## src/rtl/csr_mux_pkg.sv

```systemverilog
package csr_mux_pkg;
  function automatic int unsigned clog2_1(input int unsigned n);
    return (n <= 1) ? 1 : $clog2(n);
  endfunction
endpackage

```

## src/rtl/csr_mux_dec.sv

```systemverilog
module csr_mux_dec #(
  parameter int unsigned AW     = 4,
  parameter int unsigned NREG   = 3,
  parameter int unsigned CW     = 2,
  parameter int unsigned CHUNKS [NREG] = '{1, 2, 4}
) (
  input  logic [AW-1:0]             addr_i,
  output logic [NREG-1:0]           sel_o,
  output logic [NREG-1:0][CW-1:0]   chunk_o
);
  function automatic int unsigned base_of(input int unsigned idx);
    int unsigned s = 0;
    for (int unsigned j = 0; j < idx; j++) s += CHUNKS[j];
    return s;
  endfunction

  logic [AW:0] addr_x;
  assign addr_x = {1'b0, addr_i};

  for (genvar i = 0; i < NREG; i++) begin : g_reg
    localparam logic [AW:0] LO = (AW+1)'(base_of(i));
    localparam logic [AW:0] HI = (AW+1)'(base_of(i) + CHUNKS[i]);
    logic [AW:0] offs;
    assign offs       = addr_x - LO;
    assign sel_o[i]   = (addr_x >= LO) && (addr_x < HI);
    assign chunk_o[i] = offs[CW-1:0];
  end
endmodule

```

## src/rtl/csr_mux_slot.sv

```systemverilog
module csr_mux_slot #(
  parameter int unsigned BUS_W = 8,
  parameter int unsigned C     = 2,
  parameter int unsigned MAX_W = 32,
  parameter int unsigned CW    = 2
) (
  input  logic              clk_i,
  input  logic              rst_ni,
  input  logic              sel_i,
  input  logic [CW-1:0]     chunk_i,
  input  logic              r_stb_i,
  input  logic              w_stb_i,
  input  logic [BUS_W-1:0]  w_data_i,
  input  logic [MAX_W-1:0]  reg_r_data_i,
  output logic              reg_r_stb_o,
  output logic              reg_w_stb_o,
  output logic [MAX_W-1:0]  reg_w_data_o,
  output logic [BUS_W-1:0]  rd_chunk_o
);
  localparam int unsigned W = C * BUS_W;

  logic rd_hit, wr_hit;
  assign rd_hit = sel_i & r_stb_i;
  assign wr_hit = sel_i & w_stb_i;

  if (C == 1) begin : g_narrow
    logic unused_ok;
    assign unused_ok    = ^{clk_i, rst_ni, chunk_i, reg_r_data_i};
    assign reg_r_stb_o  = rd_hit;
    assign reg_w_stb_o  = wr_hit;
    assign reg_w_data_o = MAX_W'(w_data_i);
    assign rd_chunk_o   = reg_r_data_i[BUS_W-1:0];
  end else begin : g_wide
    logic [C-1:0][BUS_W-1:0] shadow_q;
    logic rd_first, wr_last;
    logic unused_ok;

    assign unused_ok = ^reg_r_data_i;
    assign rd_first  = rd_hit && (chunk_i == '0);
    assign wr_last   = wr_hit && (chunk_i == CW'(C - 1));

    always_ff @(posedge clk_i or negedge rst_ni) begin
      if (!rst_ni) begin
        shadow_q <= '0;
      end else if (rd_first) begin
        shadow_q <= reg_r_data_i[W-1:0];
      end else begin
        for (int unsigned k = 0; k < C - 1; k++)
          if (wr_hit && chunk_i == CW'(k)) shadow_q[k] <= w_data_i;
      end
    end

    assign reg_r_stb_o  = rd_first;
    assign reg_w_stb_o  = wr_last;
    assign reg_w_data_o = MAX_W'({w_data_i, shadow_q[C-2:0]});

    always_comb begin
      rd_chunk_o = reg_r_data_i[BUS_W-1:0];
      for (int unsigned k = 1; k < C; k++)
        if (chunk_i == CW'(k)) rd_chunk_o = shadow_q[k];
    end

    AST_CAPTURE_FULL: assert property (@(posedge clk_i) disable iff (!rst_ni)
      rd_first |=> shadow_q == $past(reg_r_data_i[W-1:0]));
    AST_SHADOW_HOLD: assert property (@(posedge clk_i) disable iff (!rst_ni)
      !(rd_hit || wr_hit) |=> $stable(shadow_q));
    AST_WR_TOP_CHUNK: assert property (@(posedge clk_i) disable iff (!rst_ni)
      reg_w_stb_o |-> (reg_w_data_o[W-1:W-BUS_W] == w_data_i) && w_stb_i);
  end
endmodule

```

## src/rtl/csr_mux.sv

```systemverilog
module csr_mux
  import csr_mux_pkg::*;
#(
  parameter int unsigned BUS_W      = 8,
  parameter int unsigned NREG       = 3,
  parameter int unsigned AW         = 4,
  parameter int unsigned MAX_CHUNKS = 4,
  parameter int unsigned CHUNKS [NREG] = '{1, 2, 4},
  localparam int unsigned MAX_W     = MAX_CHUNKS * BUS_W
) (
  input  logic                        clk_i,
  input  logic                        rst_ni,
  input  logic [AW-1:0]               addr_i,
  input  logic                        r_stb_i,
  input  logic                        w_stb_i,
  input  logic [BUS_W-1:0]            w_data_i,
  output logic [BUS_W-1:0]            r_data_o,
  input  logic [NREG-1:0][MAX_W-1:0]  reg_r_data_i,
  output logic [NREG-1:0]             reg_r_stb_o,
  output logic [NREG-1:0]             reg_w_stb_o,
  output logic [NREG-1:0][MAX_W-1:0]  reg_w_data_o
);
  localparam int unsigned CW = clog2_1(MAX_CHUNKS);

  logic [NREG-1:0]            sel;
  logic [NREG-1:0][CW-1:0]    chunk;
  logic [NREG-1:0][BUS_W-1:0] rd_chunk;
  logic [BUS_W-1:0]           rd_mux;
  logic [BUS_W-1:0]           r_data_q;

  csr_mux_dec #(.AW(AW), .NREG(NREG), .CW(CW), .CHUNKS(CHUNKS)) u_dec (
    .addr_i  (addr_i),
    .sel_o   (sel),
    .chunk_o (chunk)
  );

  for (genvar i = 0; i < NREG; i++) begin : g_slot
    csr_mux_slot #(.BUS_W(BUS_W), .C(CHUNKS[i]), .MAX_W(MAX_W), .CW(CW)) u_slot (
      .clk_i        (clk_i),
      .rst_ni       (rst_ni),
      .sel_i        (sel[i]),
      .chunk_i      (chunk[i]),
      .r_stb_i      (r_stb_i),
      .w_stb_i      (w_stb_i),
      .w_data_i     (w_data_i),
      .reg_r_data_i (reg_r_data_i[i]),
      .reg_r_stb_o  (reg_r_stb_o[i]),
      .reg_w_stb_o  (reg_w_stb_o[i]),
      .reg_w_data_o (reg_w_data_o[i]),
      .rd_chunk_o   (rd_chunk[i])
    );
  end

  always_comb begin
    rd_mux = '0;
    for (int unsigned i = 0; i < NREG; i++)
      if (sel[i]) rd_mux = rd_mux | rd_chunk[i];
  end

  always_ff @(posedge clk_i or negedge rst_ni) begin
    if (!rst_ni)      r_data_q <= '0;
    else if (r_stb_i) r_data_q <= rd_mux;
    else              r_data_q <= '0;
  end

  assign r_data_o = r_data_q;

  AST_RSTB_ONEHOT: assert property (@(posedge clk_i) disable iff (!rst_ni)
    $onehot0(reg_r_stb_o));
  AST_WSTB_ONEHOT: assert property (@(posedge clk_i) disable iff (!rst_ni)
    $onehot0(reg_w_stb_o));
  AST_RDATA_IDLE: assert property (@(posedge clk_i) disable iff (!rst_ni)
    !r_stb_i |=> r_data_o == '0);
  AST_UNMAPPED_ZERO: assert property (@(posedge clk_i) disable iff (!rst_ni)
    (r_stb_i && sel == '0) |=> r_data_o == '0);
  AST_WSTB_NEEDS_BUS: assert property (@(posedge clk_i) disable iff (!rst_ni)
    (|reg_w_stb_o) |-> w_stb_i);
  AST_RSTB_NEEDS_BUS: assert property (@(posedge clk_i) disable iff (!rst_ni)
    (|reg_r_stb_o) |-> r_stb_i);
endmodule

```

## config.mk

```make
export PLATFORM = sky130hd
export DESIGN_NAME = csr_mux
export DESIGN_NICKNAME = d
export VERILOG_FILES = /design/src/rtl/csr_mux_pkg.sv /design/src/rtl/csr_mux_dec.sv /design/src/rtl/csr_mux_slot.sv /design/src/rtl/csr_mux.sv
export SDC_FILE = /design/constraint.sdc
export NUM_CORES = 1
export LEC_CHECK = 0
export ABC_AREA = 1
export CELL_PAD_IN_SITES_DETAIL_PLACEMENT = 1
export CELL_PAD_IN_SITES_GLOBAL_PLACEMENT = 1
export CORE_MARGIN = 5
export CORE_UTILIZATION = 38
export DETAILED_ROUTE_END_ITERATION = 10
export DONT_BUFFER_PORTS = 1
export PLACE_DENSITY_LB_ADDON = 0.12
export SETUP_SLACK_MARGIN = 0.2
export SYNTH_ARGS = -nofsm -noshare
export SYNTH_HDL_FRONTEND = slang
export SYNTH_SLANG_ARGS = --single-unit
```

## constraint.sdc

```tcl
create_clock -name clk_i -period 1.3 [get_ports clk_i]
set_input_delay 0.195 -clock clk_i [delete_from_list [all_inputs] [get_ports clk_i]]
set_output_delay 0.195 -clock clk_i [all_outputs]
set_load 0.01 [all_outputs]
```

-- Word-level counts from Yosys, hierarchy flattened
Cells that the tools add are included.
- $add $sub $neg: 2
- reductions and logical operators: 17
- equality and inequality tests: 4
- $lt $le $gt $ge: 6
- bitwise logic cells: 8
- multiplexer cells: 14
- operator list (kind ; count):
    $mux 8 ; 13
    $mux 24 ; 1
    $or 8x8->8 ; 2
    $logic_and 1x1->1 ; 11
    $ge 4x1->1 const B ; 2
    $reduce_bool 2->1 ; 4
    $and 1x1->1 ; 6
    $eq 2x1->1 const B ; 2
    $eq 2x2->1 const B ; 2
    $ge 4x2->1 const B ; 1
    $logic_not 2->1 ; 2
    $lt 4x1->1 const B ; 1
    $lt 4x2->1 const B ; 1
    $lt 4x3->1 const B ; 1
    $sub 2x1->2 const B ; 1
    $sub 2x2->2 const B ; 1
- output and inout port bits: 110
- register bits: 56
- input bits: 112
- logic and storage cells: 58

-- Longest topological paths before layout
- depth after elaboration: 8
- gate-level depth with buffers: 11
- mapped depth without buffers: 9

-- Hierarchy
Synthesis repeated with hierarchy kept, for this count alone.
- cells, all modules: 577
- area, all modules: 4100.2 sq um
- by module, submodules not included (module ; times used ; area an instance (sq um) ; cells each ; seq. area each (sq um)):
    csr_mux_slot (g_slot[2].u_slot) ; 1 ; 2129.5 ; 293 ; 800.8
    csr_mux_slot (g_slot[1].u_slot) ; 1 ; 1124.8 ; 159 ; 400.4
    csr_mux ; 1 ; 409.1 ; 60 ; 200.2
    csr_mux_slot (g_slot[0].u_slot) ; 1 ; 319.1 ; 45 ; 0.0
    csr_mux_dec ; 1 ; 117.6 ; 20 ; 0.0

-- Worst setup path after synthesis
No wires, ideal clock.
- path kind: input to output
- start point: input port addr_i[3]
- end point: output port reg_r_stb_o[2]
- data required time: 1.105 ns
- slack: 0.019 ns
- data arrival time: 1.086 ns
- path buffers: 3
- stages: 8
- cell sequence: inv_1 nand2_1 nor2_2 nand2_2 inv_2 buf_4 buf_2 buf_4
- longest elaborated chain between the ends: 4
- elaborated cells on any way between the ends: 5
- classes of those cells: order compare: 2; bitwise: 1; reduce/logical: 2
- RTL lines (item ; line ; text):
    start, declared ; csr_mux.sv:13 ; input logic [AW-1:0] addr_i,
    $ge 4x2->1 / $lt 4x3->1 (equally long branches) ; csr_mux_dec.sv:25 ; assign sel_o[i] = (addr_x >= LO) && (addr_x < HI);
    $logic_and 1x1->1 * ; csr_mux_dec.sv:25 ;
    $and 1x1->1 * ; csr_mux_slot.sv:23 ; assign rd_hit = sel_i & r_stb_i;
    $logic_and 1x1->1 * ; csr_mux_slot.sv:39 ; assign rd_first = rd_hit && (chunk_i == '0);
    end, declared ; csr_mux.sv:19 ; output logic [NREG-1:0] reg_r_stb_o,
Every way passes the cells marked *; elsewhere a longest branch is shown, timed or not.

-- Worst setup path after layout
- start point: input port addr_i[3]
- end point: output port reg_r_stb_o[1]
- longest elaborated chain between the ends: 4
- elaborated cells on any way between the ends: 5
- classes of those cells: order compare: 2; bitwise: 1; reduce/logical: 2
- RTL lines (item ; line):
    $ge 4x1->1 / $lt 4x2->1 (equally long branches) ; csr_mux_dec.sv:25
    $logic_and 1x1->1 * ; csr_mux_dec.sv:25
    $and 1x1->1 * ; csr_mux_slot.sv:23
    $logic_and 1x1->1 * ; csr_mux_slot.sv:39
Marked as above.

==> run_results.csv <==
group,metric,value,unit
status,outcome,"finished, violations left",
status,violations,"negative hold slack",
clocking,clkTransAtPathRegs,0.11,ns
pwr,p_leak,0.00220,uW
route,dr.pass1.iters,4,
sta,fin_ws,0.213,ns
sta,finalSetupViolCount,0,
worst_setup_path,worstSetupStartpointType,"input port",
clocking,htree_num_levels,2,
floorplanning,die_x,112,um
synthesis,yosys_warnings,0,
clocking,cts_buffers,5,
floorplanning,io_pins,222,
route,num_vias,3092,
global_routing,grt_pass1_vias,3297,
route,wl,11700,um
worst_setup_path,worstSetupPathType,"input port to primary output",
sta,hold_viol_final,56,
sta,slew_violations,0,
global_routing,grt_max_degree,57,
synthesis,yosys-top-cells-area,"dfrtp_1 36%, nand2_1 26%, buf_4 20%, nand3_1 5.5%, nor2_1 3.1%",
worst_setup_path,path_cells,"inv_2, nand2_2, nor2_4, buf_4, nand2_8, clkinv_8, buf_12",
pwr,ir_worst_vdd,491,uV
synthesis,syn-cell-area,0.00394,mm^2
worst_setup_path,cpMaxStageDelayCell,"buf_4",
global_routing,grtUsageTotal,19.0,%
cells_and_area,syn2layout_area_growth,1.62,%
floorplanning,core.rowCount,37,
sta,tns,0,ns
worst_setup_path,cp.depth,7,
clocking,clock_latency,0.33,ns
route,drt-initial-drc-count,182,
global_routing,antenna_found_initial,0,
placed_design,dpl_cell_area,0.00359,mm^2
clocking,root_buffer,"clkbuf_8",
route,drtAntennaViolNets,0,
clocking,cts_sinks,56,
global_routing,gr-total-overflow,0,
cells_and_area,design_area,0.00400,mm^2
clocking,cts_tree,"done",
route,vias_per_cell,4.55,
sta,timing.hold.ws,-0.451,ns
cells_and_area,diodes,0,
cells_and_area,fillCellCount,1337,
placed_design,gp_congestion,0.812,
worst_setup_path,slowest_delay,0.15,ns
synthesis,yosysTopAreaCellShare,35.6,%
route,wl_per_cell,17.2,um
synthesis,synth-seq-cells,56,
floorplanning,die_height,112,um
floorplanning,start_util,38.5,%
sta,skew,0.00880,ns
clocking,cts_hold_buf,16,
job,maxCapViolCount,0,
worst_setup_path,path_delay_family,"buffers and inverters",
worst_hold_path,hold_class,"input port to asynchronous set/reset pin",
placed_design,numPortBuffers,0,
cells_and_area,drive_gt1_share,13.8,%
sta,post-route-min-period,1.09,ns
worst_setup_path,critPathBufInv,4,
floorplanning,die_area,0.0125,mm^2
synthesis,synth_cell_types,23,
placed_design,preCtsSetupSlack,0.0152,ns
pwr,powerDensity,1190,mW/mm^2
placed_design,dp_hpwl,8910,um
synthesis,yosysTopAreaCell,"dfrtp_1",
sta,max_freq,920,MHz
worst_setup_path,reg2regPathDepth,6,
sta,rsz0062_at_grt,"true",
global_routing,grt_pass1_wl,18700,um
synthesis,synth_cells,575,
route,drc,0,
worst_setup_path,arrival,0.89,ns
worst_setup_path,required,1.11,ns
synthesis,avgSynthCellArea,6.84,um^2
worst_setup_path,crit_path_end_kind,"primary output",
synthesis,seq_area_frac_synth,35.6,%
worst_setup_path,cp_max_fo,8,
clocking,cts_buffer_depth,2,
sta,period_share,83.6,%
floorplanning,core,0.0102,mm^2
cells_and_area,nets,654,
==> kinds of logic (layout without fill, tap and decap cells) <==
logic type      after synthesis  count (layout)  synth area share [%]
simple gates                365             365                  38.5
buf+inv                     141              70                  24.2
flops                        56              56                  35.6
compound gates               12              12                  1.53
other cells                   1              40                0.0953
==> final timing paths <==
path / start / endpoint / slack, ns
worst max register to register: g_slot[2].u_slot.reg_w_data_o[20] / r_data_o[4] / 0.24
worst min register to register: g_slot[1].u_slot.g_wide.shadow_q[15] / g_slot[1].u_slot.g_wide.shadow_q[15] / 0.49
worst max-delay path: addr_i[3] / reg_r_stb_o[1] / 0.21
worst min-delay path: rst_ni / g_slot[2].u_slot.reg_w_data_o[13] / -0.45
min in group clk_i: reg_r_data_i[77] / g_slot[2].u_slot.reg_w_data_o[13] / 0.06
max in group asynchronous: rst_ni / g_slot[2].u_slot.reg_w_data_o[15] / 1.65
==> stage by stage <==
step | power [uW] | std cells | utilization [%]
after floorplan | 3600 | 614 | -
after global placement | 3370 | 651 | 35.1
after detailed placement | 3400 | 651 | 35.1
after CTS | 4790 | 676 | 38.2
after global routing | 5080 | 679 | 39.1
final | 4750 | 679 | 39.1
==> placed cells by master (no fill, tap or decap), drive strengths merged <==
| master | n |
|---|---|
| dfrtp | 56 |
| nor2 | 36 |
| nand2 | 280 |
| nand3 | 44 |
| clkbuf | 7 |
| a21oi | 2 |
| conb | 40 |
| nand4 | 3 |
| or2 | 1 |
| nor3 | 1 |
| bufinv | 1 |
| inv | 22 |
| buf | 23 |
| dlygate4sd3 | 16 |
| o21ai | 10 |
| clkinv | 1 |
==> cell type report <==
type | count | area (um^2) | share of cell area [%]
clock inverter | 1 | 30.0 | 0.751
sequential | 56 | 1410 | 35.3
inverter | 23 | 101 | 2.53
clock buffer | 7 | 96.3 | 2.41
multi-input combinational | 417 | 1790 | 44.7
tap | 136 | 170 | 4.26
timing repair buffer | 39 | 403 | 10.1
==> timing repair <==
item / CTS / global route
buffers inserted: 1 / 3
endpoints found under the setup margin: 7 / 21
hold endpoints to repair: 72 / 56
resized for setup: 6 / 22
pin swaps: 0 / 7
==> synth_stat cells, drive strengths merged <==
| cell type | instances |
|---|---|
| buf | 116 |
| conb | 1 |
| a21oi | 2 |
| nand4 | 3 |
| nand2 | 280 |
| o21ai | 10 |
| nor3 | 1 |
| nand3 | 44 |
| clkbuf | 2 |
| nor2 | 36 |
| clkinv | 1 |
| inv | 22 |
| or2 | 1 |
| dfrtp | 56 |
==> flip-flops by register name, summed over array words and instances (netlist names) <==
| signal | flops |
|---|---|
| g_slot.u_slot.g_wide.shadow_q | 16 |
| r_data_o | 8 |
| g_slot.u_slot.reg_w_data_o | 32 |
==> worst register-to-register path, cell delays in order, from the launching register on <==
cell	delay, ns
dfrtp_2	0.46
nand3_1	0.09
nand2_1	0.06
nor2_2	0.14
nor2_1	0.08
nor2_1	0.08
nor2_1	0.04
==> per-layer routing <==
metal | GRT usage [%] | wire length (um)
met3 | 5.87 | 895
met4 | 3.97 | 88
met2 | 31.1 | 5530
met1 | 24.6 | 5160
met5 | 0 | 0
==> power by group <==
group / leakage (uW) / internal [uW] / total (uW) / switching (uW)
Combinational: 0.00144 / 383 / 939 / 556
Sequential: 0.000699 / 2110 / 2510 / 396
Clock: 0.0000645 / 681 / 1300 / 620
Power figures use the tool's default switching activity.
